<file path="src/rtl/scr_regalu_pkg.sv">
package scr_regalu_pkg;

  localparam int AddrBits = 7;

  localparam logic [4:0] ClsInPlace = 5'b00111;
  localparam logic [4:0] ClsToHub   = 5'b00110;
  localparam logic [4:0] ClsFromHub = 5'b00101;
  localparam logic [4:0] ClsSetFlag = 5'b01011;
  localparam logic [4:0] ClsClrFlag = 5'b01100;

  typedef enum logic [2:0] {
    OpImm  = 3'd0,
    OpShl  = 3'd1,
    OpOr   = 3'd2,
    OpXor  = 3'd3,
    OpAnd  = 3'd4,
    OpShr  = 3'd5,
    OpAdd  = 3'd6,
    OpAddc = 3'd7
  } byteOpE;

  typedef struct packed {
    logic                rdEn;
    logic                calcEn;
    logic                wrEn;
    logic                carryLoad;
    logic                carryVal;
    logic [AddrBits-1:0] rdAddr;
    logic [AddrBits-1:0] wrAddr;
    byteOpE              op;
    logic [7:0]          imm;
  } ctlBusT;

endpackage

</file>
<file path="src/rtl/scr_regalu_byteop.sv">
module scr_regalu_byteop
  import scr_regalu_pkg::*;
(
  input  byteOpE     op,
  input  logic [7:0] srcByte,
  input  logic [7:0] immByte,
  input  logic       carryIn,
  output logic [7:0] outByte,
  output logic       carryOut,
  output logic       carryTouch
);

  logic [8:0] sumWide;

  always_comb begin
    sumWide = {1'b0, srcByte} + {1'b0, immByte} + {8'b0, (op == OpAddc) & carryIn};
  end

  always_comb begin
    outByte    = srcByte;
    carryOut   = carryIn;
    carryTouch = 1'b0;
    unique case (op)
      OpImm: outByte = immByte;
      OpOr:  outByte = srcByte | immByte;
      OpXor: outByte = srcByte ^ immByte;
      OpAnd: outByte = srcByte & immByte;
      OpShl: begin
        outByte    = {srcByte[6:0], carryIn};
        carryOut   = srcByte[7];
        carryTouch = 1'b1;
      end
      OpShr: begin
        outByte    = {carryIn, srcByte[7:1]};
        carryOut   = srcByte[0];
        carryTouch = 1'b1;
      end
      OpAdd, OpAddc: begin
        outByte    = sumWide[7:0];
        carryOut   = sumWide[8];
        carryTouch = 1'b1;
      end
      default: outByte = srcByte;
    endcase
  end

endmodule

</file>
<file path="src/rtl/scr_regalu_dpath.sv">
module scr_regalu_dpath
  import scr_regalu_pkg::*;
#(
  parameter int RegCount = 96
) (
  input  logic       clk,
  input  logic       rstN,
  input  ctlBusT     ctl,
  output logic [7:0] resByte,
  output logic       carry
);

  logic [7:0] regFile [RegCount];
  logic [7:0] srcQ;
  logic [7:0] resQ;
  logic       carryQ;
  logic       carryNxtQ;
  logic       carryWrQ;
  logic [7:0] opOut;
  logic       opCarry;
  logic       opTouch;

  scr_regalu_byteop uOp (
    .op        (ctl.op),
    .srcByte   (srcQ),
    .immByte   (ctl.imm),
    .carryIn   (carryQ),
    .outByte   (opOut),
    .carryOut  (opCarry),
    .carryTouch(opTouch)
  );

  always_ff @(posedge clk) begin
    if (!rstN) begin
      for (int i = 0; i < RegCount; i++) regFile[i] <= '0;
    end else if (ctl.wrEn) begin
      regFile[ctl.wrAddr] <= resQ;
    end
  end

  always_ff @(posedge clk) begin
    if (!rstN) begin
      srcQ      <= '0;
      resQ      <= '0;
      carryNxtQ <= 1'b0;
      carryWrQ  <= 1'b0;
      carryQ    <= 1'b0;
    end else begin
      if (ctl.rdEn) srcQ <= regFile[ctl.rdAddr];
      if (ctl.calcEn) begin
        resQ      <= opOut;
        carryNxtQ <= opCarry;
        carryWrQ  <= opTouch;
      end
      if (ctl.carryLoad) carryQ <= ctl.carryVal;
      else if (ctl.wrEn && carryWrQ) carryQ <= carryNxtQ;
    end
  end

  assign resByte = resQ;
  assign carry   = carryQ;

  a_r9_write_in_range: assert property (@(posedge clk) disable iff (!rstN)
    ctl.wrEn |-> (int'(ctl.wrAddr) < RegCount));

  a_r10_write_follows_calc: assert property (@(posedge clk) disable iff (!rstN)
    ctl.wrEn |-> $past(ctl.calcEn));

  a_r8_carry_quiet: assert property (@(posedge clk) disable iff (!rstN)
    (!ctl.wrEn && !ctl.carryLoad) |=> $stable(carryQ));

  a_r10_read_before_calc: assert property (@(posedge clk) disable iff (!rstN)
    ctl.calcEn |-> $past(ctl.rdEn));

endmodule

</file>
<file path="src/rtl/scr_regalu_ctrl.sv">
module scr_regalu_ctrl
  import scr_regalu_pkg::*;
#(
  parameter int RegCount = 96,
  parameter int HubAddr  = 8
) (
  input  logic                clk,
  input  logic                rstN,
  input  logic                start,
  input  logic [31:0]         instr,
  output ctlBusT              ctl,
  output logic                done,
  output logic                illegal,
  output logic [AddrBits-1:0] resAddr
);

  typedef enum logic [2:0] {
    StIdle, StRead, StCalc, StWrite, StDone
  } stateE;

  localparam logic [AddrBits-1:0] HubA = AddrBits'(HubAddr);

  stateE               stateQ;
  logic [4:0]          cls;
  byteOpE              opIn;
  logic [AddrBits-1:0] addrIn;
  logic                isMove;
  logic                isFlag;
  logic                badAddr;
  logic                crossImm;
  logic                refuse;
  logic                accept;
  logic [AddrBits-1:0] rdAddrQ;
  logic [AddrBits-1:0] wrAddrQ;
  byteOpE              opQ;
  logic [7:0]          immQ;
  logic                illegalQ;
  logic                unusedBits;

  assign cls        = instr[31:27];
  assign opIn       = byteOpE'(instr[26:24]);
  assign addrIn     = instr[22:16];
  assign unusedBits = ^{instr[23], instr[9:0]};

  always_comb begin
    isMove   = (cls == ClsInPlace) || (cls == ClsToHub) || (cls == ClsFromHub);
    isFlag   = (cls == ClsSetFlag) || (cls == ClsClrFlag);
    badAddr  = int'(addrIn) >= RegCount;
    crossImm = (opIn == OpImm) && (cls != ClsInPlace);
    refuse   = !(isMove || isFlag) || (isMove && (badAddr || crossImm));
    accept   = start && (stateQ == StIdle);
  end

  always_ff @(posedge clk) begin
    if (!rstN) begin
      stateQ   <= StIdle;
      rdAddrQ  <= '0;
      wrAddrQ  <= '0;
      opQ      <= OpImm;
      immQ     <= '0;
      illegalQ <= 1'b0;
    end else begin
      unique case (stateQ)
        StIdle: begin
          if (accept) begin
            illegalQ <= refuse;
            if (refuse || isFlag) begin
              stateQ <= StDone;
            end else begin
              stateQ  <= StRead;
              rdAddrQ <= (cls == ClsFromHub) ? HubA : addrIn;
              wrAddrQ <= (cls == ClsToHub) ? HubA : addrIn;
              opQ     <= opIn;
              immQ    <= instr[15:8];
            end
          end
        end
        StRead:  stateQ <= StCalc;
        StCalc:  stateQ <= StWrite;
        StWrite: stateQ <= StDone;
        StDone:  stateQ <= StIdle;
        default: stateQ <= StIdle;
      endcase
    end
  end

  always_comb begin
    ctl.rdEn      = (stateQ == StRead);
    ctl.calcEn    = (stateQ == StCalc);
    ctl.wrEn      = (stateQ == StWrite);
    ctl.carryLoad = accept && !refuse && isFlag && instr[10];
    ctl.carryVal  = (cls == ClsSetFlag);
    ctl.rdAddr    = rdAddrQ;
    ctl.wrAddr    = wrAddrQ;
    ctl.op        = opQ;
    ctl.imm       = immQ;
  end

  assign done    = (stateQ == StDone);
  assign illegal = done && illegalQ;
  assign resAddr = wrAddrQ;

  a_r10_done_pulse: assert property (@(posedge clk) disable iff (!rstN)
    done |=> !done);

  a_r9_refusal_is_fast: assert property (@(posedge clk) disable iff (!rstN)
    illegal |-> $past(start));

  a_r9_no_write_on_refusal: assert property (@(posedge clk) disable iff (!rstN)
    illegal |-> $past(!ctl.wrEn));

endmodule

</file>
<file path="src/rtl/scr_regalu.sv">
module scr_regalu
  import scr_regalu_pkg::*;
#(
  parameter int RegCount = 96,
  parameter int HubAddr  = 8
) (
  input  logic                clk,
  input  logic                rstN,
  input  logic                start,
  input  logic [31:0]         instr,
  output logic                done,
  output logic                illegal,
  output logic [7:0]          resByte,
  output logic [AddrBits-1:0] resAddr,
  output logic                carry
);

  ctlBusT ctl;

  scr_regalu_ctrl #(.RegCount(RegCount), .HubAddr(HubAddr)) uCtrl (
    .clk    (clk),
    .rstN   (rstN),
    .start  (start),
    .instr  (instr),
    .ctl    (ctl),
    .done   (done),
    .illegal(illegal),
    .resAddr(resAddr)
  );

  scr_regalu_dpath #(.RegCount(RegCount)) uDpath (
    .clk    (clk),
    .rstN   (rstN),
    .ctl    (ctl),
    .resByte(resByte),
    .carry  (carry)
  );

endmodule

</file>
<file path="config.mk">
export PLATFORM = sky130hd
export DESIGN_NAME = scr_regalu
export DESIGN_NICKNAME = d
export VERILOG_FILES = /design/src/rtl/scr_regalu_pkg.sv /design/src/rtl/scr_regalu_byteop.sv /design/src/rtl/scr_regalu_dpath.sv /design/src/rtl/scr_regalu_ctrl.sv /design/src/rtl/scr_regalu.sv
export SDC_FILE = /design/constraint.sdc
export NUM_CORES = 1
export LEC_CHECK = 0
export BUFFER_PORTS_ARGS = -buffer_cell sky130_fd_sc_hd__buf_2
export CAP_MARGIN = 20
export CORE_ASPECT_RATIO = 1.75
export CORE_MARGIN = 3
export CORE_UTILIZATION = 55
export CTS_CLUSTER_DIAMETER = 60
export DETAILED_ROUTE_END_ITERATION = 8
export PLACE_DENSITY = 0.74
export SLEW_MARGIN = 40
export SYNTH_ARGS = -nofsm -noshare
export SYNTH_HDL_FRONTEND = slang
export SYNTH_SLANG_ARGS = --single-unit
export TNS_END_PERCENT = 10
</file>
<file path="constraint.sdc">
create_clock -name clk -period 3.65 [get_ports clk]
set_input_delay 0 -clock clk [delete_from_list [all_inputs] [get_ports clk]]
set_output_delay 0 -clock clk [all_outputs]
set_load 0.01 [all_outputs]
</file>
Word level (Yosys, flattened, before mapping)
Memory sizes are Yosys's and may differ from the RTL's. A register that Yosys moved wholly into a read port is not among the register bits.
Cells that the tools add are included.
Widths: inputs -> output; s select.
- flip-flop bits (word level): 40
- memory bits (writable): 768
- input bits: 35
- output and inout port bits: 18
- word-level logic and storage cells: 81
- memories: 1
- $add $sub $neg: 2
- magnitude comparators: 1
- equal/unequal tests: 18
- multiplexer cells: 17
- bitwise gates (word level): 5
- reduce and logical (&&, ||, !) cells: 27
- memories (memory ; depth ; width ; rd ports ; clocked after Yosys merged registers in ; write ports ; RTL line ; RTL):
    uDpath.regFile ; 96 ; 8 ; 1 ; 1 ; 96 ; scr_regalu_dpath.sv:13 ; logic [7:0] regFile [RegCount];
- operators by type and width (operator ; count):
    $pmux 8 s7 ; 1
    $mux 7 ; 3
    $eq 3x3->1 const B ; 5
    $eq 5x3->1 const B ; 3
    $eq 3x2->1 const B ; 4
    $pmux 3 s4 ; 1
    $eq 5x4->1 const B ; 2
    $add 8x8->9 ; 1
    $add 9x1->9 ; 1
    $logic_not 3->1 ; 3
    $and 8x8->8 ; 1
    $logic_and 1x1->1 ; 8
    $mux 1 ; 8
    $mux 8 ; 1
    $or 8x8->8 ; 1
    $reduce_or 8->1 ; 1
    $xor 8x8->8 ; 1
    $ge 7x7->1 const B ; 1
    $logic_or 1x1->1 ; 7
    $eq 3x1->1 const B ; 2
    $mux 3 ; 2
    $ne 5x3->1 const B ; 1
    $reduce_or 4->1 ; 1
    $logic_not 1->1 ; 3
    8 further kinds ; 8

Logic depth before layout (Yosys ltp)
Gate-level depths: netlist (run 1).
- depth in word-level cells: 11
- gate-level depth with buffers: 14
- mapped depth without buffers: 13

Cells and area by module
From an unflattened synthesis (run 1), not the netlist that was laid out.
- cell total of the unflattened synthesis: 3155
- area, all modules: 48667.9 um^2
- by module, submodules not included (module ; instances ; cells an instance ; area an instance (um^2) ; sequential area each (um^2)):
    scr_regalu_dpath ; 1 ; 2837 ; 46060.4 ; 31129.9
    scr_regalu_ctrl ; 1 ; 158 ; 1486.4 ; 580.6
    scr_regalu_byteop ; 1 ; 160 ; 1121.1 ; 0.0

Worst setup path after synthesis (run 1)
Ideal clock, no wire load.
- kind: reg-to-reg
- start point: register uCtrl.stateQ[1]
- end point: memory uDpath.regFile[12][0], enable pin
- library setup time: 0.384 ns
- arrival: 2.318 ns
- data required time: 3.266 ns
- path slack: 0.948 ns
- cell stages (with the launch flop): 9
- path buffers: 4
- clock period less this slack: 2.702 ns
- cell sequence: dfxtp_1 -> buf_2 -> nand2_1 -> or3_1 -> or2_1 -> buf_2 -> buf_4 -> buf_2 -> o21ai_0
- RTL lines (element ; RTL line ; RTL):
    start, declared ; scr_regalu_ctrl.sv:23 ; stateE stateQ;
    start signal, assigned ; scr_regalu_ctrl.sv:56 ; stateQ <= StIdle;
    start signal, assigned ; scr_regalu_ctrl.sv:68 ; stateQ <= StDone;
    start signal, assigned ; scr_regalu_ctrl.sv:70 ; stateQ <= StRead;
    end, declared ; scr_regalu_dpath.sv:13 ;

==> impl_metrics.env, run 1 <==
export IMPL_dr_total_vias=28200
export IMPL_slew_violations=0
export IMPL_cts_tree="built"
export IMPL_grt_total_usage_pct=27.3
export IMPL_fill_cells=5886
export IMPL_p_sw_mw=5.08
export IMPL_antenna_found_initial=0
export IMPL_synth_area_um2=48100
export IMPL_status="completed"
export IMPL_rsz0062_at_grt="no"
export IMPL_min_period_over_period_pct=87.7
export IMPL_synth_seq_cells=1072
export IMPL_synth_nets=3232
export IMPL_ys_warn_count=0
export IMPL_gr_total_overflow=0
export IMPL_ys_types=54
export IMPL_drt_total_wl_um=123000
export IMPL_gp_congestion=0.963
export IMPL_hold_viol=0
export IMPL_cp_max_fo=20
export IMPL_grt_max_degree=90
export IMPL_root_buffer="clkbuf_16"
export IMPL_required_ns=4.21
export IMPL_clockPowerShare_pct=41.6
export IMPL_ant_nets=0
export IMPL_dieWidth_um=229
export IMPL_seq_area_frac_synth_pct=66.0
export IMPL_fin_setup_tns_ns=0
export IMPL_layout_nets=3325
export IMPL_synth_area_leaders="edfxtp_1 (64%), mux4_2 (11%), and2_1 (9.2%)"
export IMPL_start_util_pct=55.8
export IMPL_dr_wl_met3_um=8390
export IMPL_antennaDiodeCount=0
export IMPL_crit_type="flop to flop"
export IMPL_yosysTopAreaCell="edfxtp_1"
export IMPL_cap_violations=0
export IMPL_via_per_inst=6.27
export IMPL_drive_above_1_share_pct=19.3
export IMPL_numCtsBuffers=88
export IMPL_async_flop_share_pct=0
export IMPL_pwr_density_cell_nw_per_um2=465
export IMPL_start_kind="flop"
export IMPL_holdWs_ns=0.0829
export IMPL_ys_flop_type="edfxtp_1"
export IMPL_ctsResizeCount=0
export IMPL_wl_met1_um=40900
export IMPL_internal_power_mw=20.0
export IMPL_die_y_um=397
export IMPL_seq_area_um2=31700
export IMPL_ios=53
export IMPL_cp_slowest_cell="a221oi_1"
export IMPL_yosysMostFrequentCell="edfxtp_1"
export IMPL_tightest_slew_ns=0.837
export IMPL_grt_pass1_vias=29500
export IMPL_final_setup_viol_count=0
export IMPL_synth_top_area_share_pct=64.0
export IMPL_top_layer_used="met4"
export IMPL_fp_row_count=142
export IMPL_leakagePower_nw=18.3
export IMPL_worstSkewPairLatency_ns=0.69
export IMPL_wl_per_cell_um=27.4
export IMPL_min_path_type="input pin to flop"
export IMPL_postCtsSetupRepairBufs=0
export IMPL_syn_inst=3179
export IMPL_wl_met2_um=65400
export IMPL_rrSetupSlack_ns=0.45
export IMPL_avgSynthCellArea_um2=15.1
export IMPL_htreeDepth=3
export IMPL_finalCriticalPeriod_ns=3.20
export IMPL_fmax_mhz=312
export IMPL_hpwlAfterDp_um=80600
export IMPL_switching_share_pct=20.3
export IMPL_numPortBuffers=43
export IMPL_synth_edff_count=1024
export IMPL_coreArea_um2=86200
export IMPL_clk_pin_slew_worst_paths_ns=0.07
export IMPL_netlist_top_cells_count="edfxtp_1 (1,024), and2_1 (710), mux4_2 (241)"
export IMPL_crit_chain="buf_12, buf_12, mux4_2, a221oi_1, o2111ai_1, nor3_1, nor3_1"
export IMPL_vdd_ir_drop_max_v=0.000313
export IMPL_relSlewSlack_pct=44.0
export IMPL_clock_path_buffers=3
export IMPL_drcViolationCount=0
export IMPL_dr_pass1_iters=5
export IMPL_slowest_delay_ns=0.76
export IMPL_cts_sinks=1072
export IMPL_drtIter0Drc=3265
export IMPL_endpoint_kind="flop"
export IMPL_seq_power_share_pct=55.0
export IMPL_syn_to_final_growth_pct=12.0
export IMPL_skew_ns=0.0318
export IMPL_grt_pass1_wl_um=184000
export IMPL_pwr_share_comb_pct=3.4
export IMPL_dieArea_um2=91100
export IMPL_multi_input_area_um2=15200
export IMPL_arrival_ns=3.76
==> power by group through the flow <==
stage               Combinational [mW]  Sequential, mW  Clock (mW)
global placement                 0.770            14.0           0
CTS                              0.831            13.8        10.5
detailed placement               0.803            14.0           0
floorplan                        0.484            14.0           0
global route                     0.890            13.8        11.0
finish                           0.846            13.8        10.4
==> what timing repair did <==
action	in CTS	in global routing
setup endpoints to repair	0	0
hold endpoints to repair	30	0
hold buffers	34	0
==> critical path: cells and delay by family (launching register included) <==
family                 cells  cell delay (ns)
buffers and inverters      2             0.50
flip-flops                 1             0.66
AND/OR/NAND/NOR            2             0.28
multiplexers               1             0.56
AO/OA/AOI/OAI              2             1.04
==> registers in the layout, indices dropped and copies added (netlist names) <==
name              flops
uDpath.carryWrQ       1
uCtrl.stateQ          3
uCtrl.resAddr         7
uDpath.regFile     1024
uDpath.carryNxtQ      1
uCtrl.immQ            8
uDpath.resByte        8
uCtrl.illegalQ        1
uDpath.srcQ           8
uDpath.carry          1
uCtrl.rdAddrQ         7
uCtrl.opQ             3
==> layer usage <==
metal | up-vias | GRT usage [%]
met5 | - | 0
met1 | 14300 | 30.4
met4 | 0 | 17.5
li1 | 12100 | -
met2 | 1340 | 48.6
met3 | 374 | 4.45
==> cell type report <==
type	instances	area share [%]
clock buffer	107	4.40
multi-input combinational	1831	28.2
tap	1152	2.68
clock inverter	58	1.50
sequential	1072	59.0
inverter	24	0.167
timing repair buffer	255	4.04
==> per-stage QoR <==
step | utilization (%) | area [um^2] | worst slack, ns | total power, mW | cells
2_1_floorplan | - | 48100 | 0.948 | 14.5 | 3179
3_3_place_gp | 58.2 | 50100 | 0.566 | 14.8 | 4292
3_5_place_dp | 58.2 | 50200 | 0.570 | 14.9 | 4295
4_1_cts | 62.3 | 53700 | 0.523 | 25.1 | 4494
5_1_grt | 62.5 | 53800 | 0.331 | 25.7 | 4499
6_report | 62.5 | 53800 | 0.450 | 25.0 | 4499
==> placed cells by master, fill, tap and decap left out, types with 28 or more instances in the layout <==
cell,n
a21oi_1,48
a22oi_1,70
and2_1,709
and3_1,66
buf_2,42
buf_4,157
clkbuf_16,91
dfxtp_1,38
dlygate4sd3_1,34
edfxtp_1,1024
mux2i_1,45
mux4_2,241
nand2_1,103
nand3_1,28
nor2_1,144
nor3_1,38
o21ai_0,96
==> path summary, 6_finish.rpt <==
check,to,cells after the start,startpoint
worst max-delay path,uDpath.srcQ[3]$_SDFFE_PN0P_,7,uCtrl.rdAddrQ[0]$_SDFFE_PN0P_
worst max register to register,uDpath.srcQ[3]$_SDFFE_PN0P_,7,uCtrl.rdAddrQ[0]$_SDFFE_PN0P_
worst min register to register,uDpath.carryWrQ$_SDFFE_PN0N_,2,uDpath.carryWrQ$_SDFFE_PN0N_
worst min-delay path,uCtrl.illegalQ$_SDFFE_PN0P_,4,instr[31]
==> cell families (layout without fill, tap and decap cells) <==
| family | after synthesis | after routing | share of synthesized area (%) |
|---|---|---|---|
| buf+inv | 276 | 444 | 2.52 |
| xor+xnor | 5 | 5 | 0.0911 |
| flops | 1072 | 1072 | 66.0 |
| mux | 294 | 294 | 12.4 |
| simple gates | 1158 | 1158 | 13.6 |
| fa+ha+maj | 18 | 18 | 0.500 |
| compound gates | 356 | 356 | 4.87 |
(Power assumes the default switching activity.)
==> inputs of run 2 (changes only) <==
--- a/config.mk
+++ b/config.mk
@@ -16,5 +16,6 @@
 export SLEW_MARGIN = 40
 export SYNTH_ARGS = -nofsm -noshare
 export SYNTH_HDL_FRONTEND = slang
+export SYNTH_HIERARCHICAL = 1
 export SYNTH_SLANG_ARGS = --single-unit
 export TNS_END_PERCENT = 10
==> impl_metrics.env, run 2 <==
export IMPL_status="completed"
export IMPL_async_flop_share_pct=0
export IMPL_root_buffer="clkbuf_16"
export IMPL_muxShareOfSynthArea_pct=13.8
export IMPL_dpl_cell_area_um2=50700
export IMPL_r2r_cells=7
export IMPL_cp_slowest_cell="mux4_1"
export IMPL_crit_type="flop to flop"
export IMPL_min_period_over_period_pct=83.8
export IMPL_relSlewSlack_pct=41.8
export IMPL_critical_path_depth=7
export IMPL_cp_max_fo=67
export IMPL_avgSynthCellArea_um2=15.4
export IMPL_drt_total_wl_um=126000
export IMPL_clock_path_buffers=3
export IMPL_syn_to_final_growth_pct=11.5
export IMPL_synth_top_family_by_area="multiplexers"
export IMPL_ys_flop_type="edfxtp_1"
export IMPL_cap_violations=0
export IMPL_vdd_ir_drop_max_v=0.000382
export IMPL_yosysTopAreaCell="edfxtp_1"
export IMPL_fin_setup_tns_ns=0
export IMPL_final_cell_mix="edfxtp_1 (1,024), and2_1 (773), mux4_2 (252), buf_4 (161), nor2_1 (150)"
export IMPL_die_y_um=400
export IMPL_grt_total_usage_pct=27.4
export IMPL_synth_nets=3208
export IMPL_holdPathStages=4
export IMPL_fp_row_count=143
export IMPL_hpwlAfterDp_um=84000
export IMPL_ys_warn_count=6
export IMPL_ctsResizeCount=0
export IMPL_synth_compound_area_share_pct=4.25
export IMPL_ys_types=77
export IMPL_synth_area_um2=48700
export IMPL_dp_cells=4292
export IMPL_yosys_area_share_adder_pct=0.494
export IMPL_dieWidth_um=231
export IMPL_via_per_inst=6.28
export IMPL_critPathTopFamily="multiplexers"
export IMPL_dr_pass1_iters=8
export IMPL_layout_nets=3312
export IMPL_antenna_found_initial=0
export IMPL_worstSkewPairLatency_ns=0.69
export IMPL_largest_reg_flops=1024
export IMPL_syn_inst=3155
export IMPL_tightest_slew_ns=0.870
export IMPL_endpoint_kind="flop"
export IMPL_fin_area_um2=54300
export IMPL_critPathBufInv=1
export IMPL_slowest_delay_ns=0.66
export IMPL_cts_sinks=1072
export IMPL_dr_total_vias=28200
export IMPL_finalCriticalPeriod_ns=3.06
export IMPL_layout_commonest_cell="edfxtp_1"
export IMPL_yosysMostFrequentCell="edfxtp_1"
export IMPL_gr_total_overflow=0
export IMPL_required_ns=4.22
export IMPL_grt_pass1_vias=29400
export IMPL_dieArea_um2=92200
export IMPL_arrival_ns=3.63
export IMPL_top_register="uDpath/regFile"
export IMPL_leakagePower_nw=18.6
export IMPL_crit_chain="buf_12, mux4_1, mux2_2, o22ai_1, a211oi_1, nor4_1, nor3_1"
export IMPL_fin_cells=4495
export IMPL_final_util_pct=62.2
export IMPL_slew_violations=0
export IMPL_synth_xor_area_share_pct=0.0540
export IMPL_drive_above_1_share_pct=20.1
export IMPL_cts_tree="built"
export IMPL_pwr_density_cell_nw_per_um2=461
export IMPL_drtIter0Drc=3086
export IMPL_coreArea_um2=87300
export IMPL_min_path_type="input pin to flop"
export IMPL_final_setup_viol_count=0
export IMPL_ios=53
export IMPL_numPortBuffers=43
export IMPL_fmax_mhz=327
export IMPL_start_kind="flop"
export IMPL_htreeDepth=3
export IMPL_rsz0062_at_grt="no"
export IMPL_grt_max_degree=166
export IMPL_skew_ns=0.0339
export IMPL_synth_area_leaders="edfxtp_1 (63%), mux4_2 (12%), and2_1 (9.9%)"
export IMPL_grt_pass1_wl_um=186000
export IMPL_clk_pin_slew_worst_paths_ns=0.07
export IMPL_synth_simple_area_share_pct=13.4
export IMPL_start_util_pct=55.7
export IMPL_synth_edff_count=1024
export IMPL_synth_seq_cells=1072
export IMPL_gp_congestion=0.935
export IMPL_synth_top_area_share_pct=63.2
export IMPL_hold_viol=0
export IMPL_drcViolationCount=0
export IMPL_ant_nets=0
export IMPL_numCtsBuffers=89
export IMPL_netlist_top_cells_count="edfxtp_1 (1,024), and2_1 (773), mux4_2 (252)"
export IMPL_seq_area_frac_synth_pct=65.2
export IMPL_wl_per_cell_um=28.0
==> run 2: power breakdown <==
part           internal (mW)  switching (mW)
sequential              13.7           0.114
combinational          0.355           0.515
clock                   5.91            4.46
==> run 2: per-stage QoR <==
step	hold slack [ns]	setup WS [ns]	total power [mW]
CTS	0.0807	0.597	25.2
global placement	0.250	0.657	14.8
global route	0.131	0.461	25.7
floorplan	0.142	1.05	14.5
finish	0.125	0.592	25.0
detailed placement	0.263	0.642	14.9
==> run 2: area by class of cell <==
type	instances	area, um^2
tap	1160	1450
antenna	1	2.50
multi-input combinational	1816	15600
clock inverter	62	826
fill	6157	33000
inverter	24	95.1
timing repair buffer	256	2150
sequential	1072	31800
clock buffer	104	2370
==> run 2: cells by family (layout without fill, tap and decap cells) <==
family	after synthesis	in the layout
mux	339	339
xor+xnor	3	3
simple gates	1137	1137
other cells	0	1
fa+ha+maj	18	18
buf+inv	267	446
compound gates	319	319
flops	1072	1072
==> run 2: layer usage <==
metal | up-vias | GRT usage (%) | share of wire (%)
met5 | - | 0 | 0
met4 | 0 | 15.9 | 6.4
met3 | 374 | 4.39 | 6.9
met2 | 1391 | 49.9 | 54
met1 | 14400 | 30.4 | 33
li1 | 12100 | - | -
==> run 2: path summary, 6_finish.rpt <==
path / to / startpoint / slack (ns)
max reg2reg: uDpath/srcQ[1]$_SDFFE_PN0P_ / uCtrl/rdAddrQ[0]$_SDFFE_PN0P_ / 0.59
max: uDpath/srcQ[1]$_SDFFE_PN0P_ / uCtrl/rdAddrQ[0]$_SDFFE_PN0P_ / 0.59
min reg2reg: uCtrl/immQ[6]$_SDFFE_PN0P_ / uCtrl/immQ[6]$_SDFFE_PN0P_ / 0.51
min: uCtrl/immQ[6]$_SDFFE_PN0P_ / instr[14] / 0.13
==> run 2: repair_timing <==
| action | CTS | global route |
|---|---|---|
| hold endpoints to repair | 29 | 0 |
| buffers inserted | 0 | 0 |
| hold buffers | 34 | 0 |
==> run 2: tightest hold or removal path: cells and delay by family <==
kind                   cells  cell delay (ns)
multiplexers               1             0.06
AND/OR/NAND/NOR            1             0.05
buffers and inverters      2             0.66
